===== src/rtl/hs_crossing_monitor.sv =====
module hs_crossing_monitor #(
  parameter int CNT_W = 32,
  parameter int TMO_W = 16
) (
  input  logic             clk,
  input  logic             rst_n,
  input  logic             req,
  input  logic             ack,
  input  logic [TMO_W-1:0] timeout_limit,
  output logic             err_multi_req,
  output logic             err_ack_no_req,
  output logic             err_req_drop,
  output logic             err_ack_timeout,
  output logic [CNT_W-1:0] req_count,
  output logic [CNT_W-1:0] ack_count,
  output logic             idle
);

  typedef enum logic [1:0] {S_IDLE = 2'd0, S_WAIT_ACK = 2'd1, S_WAIT_DROP = 2'd2} st_t;

  localparam logic [CNT_W-1:0] CNT_MAX = '1;

  st_t              state;
  logic             req_q, ack_q;
  logic [TMO_W-1:0] timer;

  wire req_rise = req & ~req_q;
  wire ack_rise = ack & ~ack_q;

  assign idle = (state == S_IDLE);

  always_ff @(posedge clk) begin
    if (!rst_n) begin
      req_q     <= 1'b0;
      ack_q     <= 1'b0;
      req_count <= '0;
      ack_count <= '0;
    end else begin
      req_q <= req;
      ack_q <= ack;
      if (req_rise && req_count != CNT_MAX) req_count <= req_count + 1'b1;
      if (ack_rise && ack_count != CNT_MAX) ack_count <= ack_count + 1'b1;
    end
  end

  always_ff @(posedge clk) begin
    if (!rst_n) begin
      state           <= S_IDLE;
      timer           <= '0;
      err_multi_req   <= 1'b0;
      err_ack_no_req  <= 1'b0;
      err_req_drop    <= 1'b0;
      err_ack_timeout <= 1'b0;
    end else begin
      case (state)
        S_IDLE: begin
          if (ack_rise) err_ack_no_req <= 1'b1;
          if (req_rise) begin
            state <= S_WAIT_ACK;
            timer <= '0;
          end
        end
        S_WAIT_ACK: begin
          if (ack_rise) begin
            state <= S_WAIT_DROP;
            timer <= '0;
          end else if (!req) begin
            err_req_drop <= 1'b1;
            state        <= S_IDLE;
          end else if (timer == timeout_limit) begin
            err_ack_timeout <= 1'b1;
          end else begin
            timer <= timer + 1'b1;
          end
        end
        S_WAIT_DROP: begin
          if (req_rise) err_multi_req  <= 1'b1;
          if (ack_rise) err_ack_no_req <= 1'b1;
          if (!req && !ack) state <= S_IDLE;
        end
        default: state <= S_IDLE;
      endcase
    end
  end

endmodule


===== config.mk =====
export PLATFORM = sky130hd
export DESIGN_NAME = hs_crossing_monitor
export DESIGN_NICKNAME = d
export VERILOG_FILES = /design/src/rtl/hs_crossing_monitor.sv
export SDC_FILE = /design/constraint.sdc
export NUM_CORES = 1
export LEC_CHECK = 0
export BUFFER_PORTS_ARGS = -buffer_cell sky130_fd_sc_hd__buf_2
export CORE_MARGIN = 1.5
export CORE_UTILIZATION = 50
export CTS_CLUSTER_DIAMETER = 120
export DETAILED_ROUTE_END_ITERATION = 6
export HOLD_SLACK_MARGIN = 0.15
export MAX_ROUTING_LAYER = met4
export PLACE_DENSITY = 0.83
export SLEW_MARGIN = 20
export SYNTH_ARGS = -nofsm -noshare
export SYNTH_HDL_FRONTEND = slang
export SYNTH_SLANG_ARGS = --single-unit

===== constraint.sdc =====
create_clock -name clk -period 2.1 [get_ports clk]
set_input_delay 0.21 -clock clk [delete_from_list [all_inputs] [get_ports clk]]
set_output_delay 0.21 -clock clk [all_outputs]
set_load 0.005 [all_outputs]

# Yosys cells after proc, flatten, opt, wreduce, memory -nomap -nowiden
# Index checks and enable logic that the tools add are counted.
# W data, S select, Z words.
[word_totals] out_inout_bits=69 regBits=88
[op_classes] eq_ne=10 bitwise=6 n_mux=10 n_addsub=3 reduce_logical=14
[op_table] operator="$add A32 B1 Y32 const B" count=2
[op_table] operator="$mux W16" count=4
[op_table] operator="$ne A32 B32 Y1 const B" count=2
[op_table] operator="$pmux W16 S2" count=1
[op_table] operator="$add A16 B1 Y16 const B" count=1
[op_table] operator="$eq A16 B16 Y1" count=1
[op_table] operator="$ne A3 B3 Y1 const B" count=3
[op_table] operator="$mux W2" count=4
[op_table] operator="$reduce_and A4 Y1" count=2
[op_table] operator="$pmux W2 S3" count=1
[op_table] operator="$reduce_and A3 Y1" count=2
[op_table] operator="$not A1 Y1" count=4
[op_table] operator="$reduce_and A2 Y1" count=2
[op_table] operator="$logic_and A1 B1 Y1" count=3
[op_table] operator="$and A1 B1 Y1" count=2
[op_table] operator="$eq A2 B1 Y1 const B" count=1
[op_table] operator="$eq A2 B2 Y1 const B" count=1
[op_table] operator="$logic_not A1 Y1" count=2
[op_table] operator="$logic_not A2 Y1" count=1
[op_table] operator="$ne A2 B1 Y1 const B" count=1
[op_table] operator="$ne A2 B2 Y1 const B" count=1
[op_table] operator="$reduce_bool A2 Y1" count=1
[op_table] operator="$reduce_or A2 Y1" count=1

# Longest topological paths before layout
[logic_depth] depth_word=5 mapped_depth=8 ltp_nobuf=7

# Least setup slack after synthesis
# No wires, ideal clock.
[synth_path] kind="reg-to-reg" startpoint="reg req_count[0]" endpoint="reg req_count[30]" arrival_ps=2054 n_path_buf=0 setup_ps=115 synth_period_minus_slack_ps=2169 path_stages_with_launch=8 slack_ps=-69 path_cell_list="dfxtp_1 ha_1 nand3b_1 or4_4 a2111oi_4 nand4_1 xnor2_1 and2_1"
[synth_via] elab_chain_len=2 elab_cells_between_ends=3 classes_between="add/sub: 1; eq/ne: 1; reduce/logical: 1"
[synth_lines] item="start, declared" line_no="14" text="output logic [CNT_W-1:0] req_count,"
[synth_lines] item="start signal, assigned" line_no="41" text="if (req_rise && req_count != CNT_MAX) req_count <= req_count + 1'b1;"
[synth_lines] item="branches (longest 2 deep; another with $add A32 B1 Y32)"
# Parallel ways; which one is timed is not known.
# A chain may end at the register's enable or synchronous reset.

# Worst setup path after layout
[layout_path] startpoint="reg timer[0]" endpoint="reg timer[15]"
[layout_via] elab_chain_len=5 elab_cells_between_ends=8 classes_between="add/sub: 1; eq/ne: 2; mux: 4; reduce/logical: 1"
[layout_lines] item="start, declared" line_no="25" text="logic [TMO_W-1:0] timer;"
[layout_lines] item="start signal, assigned" line_no="73" text="timer <= timer + 1'b1;"
[layout_lines] item="$add A16 B1 Y16" line_no="73"
[layout_lines] item="$mux W16" line_no="70" text="end else if (timer == timeout_limit) begin"
[layout_lines] item="$mux W16" line_no="67" text="end else if (!req) begin"
[layout_lines] item="$mux W16" line_no="64" text="if (ack_rise) begin"
[layout_lines] item="$pmux W16 S2" line_no="55" text="case (state)"
# Several ways; a longest one is shown, not always the timed one. The select of a mux whose other input is x is not followed.

==> results.json <==
{
  "outcome": "complete, no violations",
  "p_total_w": 0.00309,
  "grt_pass1_vias": 3851,
  "syn_inst": 508,
  "synth_compound_area_share_pct": 12.5,
  "period_minus_slack_ns": 2.08,
  "slew_violations": 0,
  "yosys.area_share.simple_pct": 31.4,
  "antennaDiodeCount": 0,
  "place_congestion": 0.943,
  "worstSkewPairLatency_ns": 0.36,
  "start_util_pct": 51.3,
  "yosysSeqAreaShare_pct": 39.8,
  "cts_tree": "yes",
  "finalCritPeriodShare_pct": 99.2,
  "grt_use_total_pct": 23.3,
  "yosys-top-cells-area": "dfxtp_1 (40%), and2_1 (7.6%), xnor2_1 (7.3%), xor2_1 (5.3%), nand3_1 (4.3%)",
  "synth_top_area_share_pct": 39.8,
  "r2r_slack_ns": 0.02,
  "synth_top_cell_by_area": "dfxtp_1",
  "die_area_um2": 9430,
  "drive_above_1_share_pct": 26.9,
  "cp.required_ns": 2.35,
  "root_buffer": "clkbuf_8",
  "leakagePower_nw": 2.29,
  "critical_path.max_fanout": 9,
  "coreArea_um2": 8640,
  "die_h_um": 97.1,
  "r2r_cells": 6,
  "layout.nets": 647,
  "async_flop_share_pct": 0,
  "synthMuxAreaShare_pct": 0,
  "synth_edf_count": 0,
  "ios": 89,
  "critPathLaunchType": "register",
  "grt_overflow": 0,
  "dr.pass1.iters": 5,
  "worst_hold_path.num_cells": 2,
  "powerDensity_nw_per_um2": 565,
  "place_hpwl_um": 7700,
  "post-place-ws_ns": -0.000921,
  "worst_pin_slew_ns": 0.475,
  "hp-class": "primary input to register",
  "routed_via_density": 5.55,
  "drt-total-wl_um": 10700,
  "fillCellCount": 750,
  "htreeDepth": 3,
  "drt_iter0_drc": 183,
  "cts.sinks": 88,
  "synth.net_count": 531,
  "clock_path_buffers": 2,
  "numCtsBuffers": 9,
  "maxCapViolations": 0,
  "worstPathArrival_ns": 2.33,
  "wl_per_cell_um": 14.5,
  "vias": 4093,
  "tns_ns": 0,
  "area_delta_synth_final_pct": 23.6,
  "clkSlewWorstSetupHoldPaths_ns": 0.09,
  "post-route-drc-count": 0,
  "syn_area_per_cell_um2": 8.72,
  "yosysWarnings": 0,
  "portBuffers": 88,
  "synth_top_family_by_area": "simple AND/OR/NAND/NOR gates",
  "antenna_found_initial": 0,
  "ant_nets": 0,
  "grt_pass1_wl_um": 17900,
  "synthAdderAreaFrac_pct": 0.847,
  "final_hold_viol_count": 0,
  "grt_max_degree": 58,
  "die_w_um": 97.1,
  "design_area_um2": 5470,
  "setup_ws_ns": 0.0174,
  "ys_seq_elements": 88,
  "crit_type": "register to register",
  "place_area_um2": 5170,
  "timing.slew.headroom_pct": 68.3,
  "rows": 34,
  "ir_drop_mv": 0.317,
  "end_kind": "register",
  "yosysUniqueCellTypes": 50,
  "fin_worst_skew_ns": 0.0123,
  "synth_xor_area_share_pct": 12.7,
  "synthFlopType": "dfxtp_1",
  "synth_area_um2": 4430,
  "finalSetupViolations": 0,
  "fmax_mhz": 480
}
==> synth_stat cells, drive strengths merged (2+ instances only) <==
| cell | count |
|---|---|
| ha | 3 |
| xor2 | 27 |
| and4 | 13 |
| nor4 | 7 |
| or4 | 3 |
| a21boi | 12 |
| nand2 | 35 |
| clkbuf | 14 |
| nor3 | 12 |
| o21a | 5 |
| nand3 | 38 |
| o21ai | 24 |
| buf | 4 |
| and3 | 8 |
| nand2b | 6 |
| nand3b | 2 |
| a21o | 5 |
| or3 | 13 |
| and2 | 54 |
| o41ai | 2 |
| inv | 10 |
| a31oi | 9 |
| nor2 | 22 |
| nand4 | 22 |
| dfxtp | 88 |
| a21oi | 5 |
| nor2b | 5 |
| o31ai | 5 |
| xnor2 | 37 |
| o211ai | 5 |
==> power by group <==
| part | leakage (nW) | switching (W) | internal (W) |
|---|---|---|---|
| Clock | 0.0989 | 0.000620 | 0.000587 |
| Combinational | 1.48 | 0.000103 | 0.0000830 |
| Sequential | 0.717 | 0.0000182 | 0.00168 |
==> worst paths after layout <==
| check | startpoint | end |
|---|---|---|
| setup reg to reg | timer[0] | timer[15] |
| hold reg to reg | req_count[6] | req_count[6] |
| setup / recovery | timer[0] | timer[15] |
| hold / removal | rst_n | req_q |
==> placed cells by master, fill, tap and decap left out, drive strengths merged, types with 2 or more instances in the layout <==
| cell type | netlist | layout |
|---|---|---|
| clkbuf | 14 | 10 |
| and2 | 54 | 54 |
| a21oi | 5 | 5 |
| nand3 | 38 | 38 |
| or3 | 13 | 13 |
| clkinvlp | 0 | 2 |
| ha | 3 | 3 |
| nand2 | 35 | 35 |
| o21ai | 24 | 24 |
| o21a | 5 | 5 |
| nand2b | 6 | 6 |
| buf | 4 | 122 |
| dfxtp | 88 | 88 |
| xor2 | 27 | 27 |
| a21o | 5 | 5 |
| a31oi | 9 | 9 |
| nand3b | 2 | 2 |
| nor3 | 12 | 12 |
| or4 | 3 | 3 |
| nor2b | 5 | 5 |
| clkinv | 0 | 2 |
| a21boi | 12 | 12 |
| inv | 10 | 11 |
| xnor2 | 37 | 37 |
| and3 | 8 | 8 |
| nor2 | 22 | 22 |
| nor4 | 7 | 7 |
| o31ai | 5 | 5 |
| nand4 | 22 | 22 |
| o41ai | 2 | 2 |
| and4 | 13 | 13 |
| o211ai | 5 | 5 |
==> flip-flops by register name, indices dropped and copies added, names as in the netlist, 2 cells and up <==
register,flops
req_count,32
timer,16
ack_count,32
state,2
==> cells by family (layout without fill, tap and decap cells) <==
logic type / Yosys count / in the layout
buffers and inverters: 28 / 149
xor gates and xnor gates: 64 / 64
adders and majority gates: 3 / 3
DFF: 88 / 88
AOI/OAI and AO/OA: 81 / 81
and+or+nand+nor: 244 / 244
==> per-stage QoR <==
stage               hold slack [ns]  util [%]  cells
finish                        0.238      63.4    737
global route                  0.246      63.4    737
CTS                           0.224      62.4    735
detailed placement            0.454      59.9    718
global placement              0.448      59.9    718
floorplan                     0.332         -    508
==> area by class of cell <==
| cell class | count | area [µm²] | area share [%] |
|---|---|---|---|
| clock buffer | 10 | 138 | 2.51 |
| clock inverter | 6 | 67.6 | 1.23 |
| inverter | 10 | 37.5 | 0.686 |
| multi-input combinational | 392 | 2610 | 47.7 |
| sequential | 88 | 1780 | 32.5 |
| tap | 108 | 135 | 2.47 |
| timing repair buffer | 123 | 706 | 12.9 |
==> metal layers <==
metal  up-vias  track usage [%]  wire length [µm]
met2       101             37.9              5130
met3        16             3.45               438
met1      1930             29.0              4900
met4         0             9.48               193
met5         -                -                 0
li1       2046                -                 -
==> timing repair <==
| action | CTS | global route |
|---|---|---|
| hold endpoints to repair | 1 | 0 |
| pin swaps | 0 | 3 |
| setup buffers | 0 | 2 |
| endpoints found under the setup margin | 1 | 34 |
| resized for setup | 1 | 22 |
| hold buffers | 1 | 0 |
==> worst max-delay path: stages, from the launching register on <==
cell and delay [ns]:
dfxtp_1 0.36, xor2_1 0.17, nor4_1 0.42, nand4_1 0.32
nand3_1 0.37, nor3_1 0.10, a211o_1 0.23
Note: power is estimated with default switching activity, not from simulation.
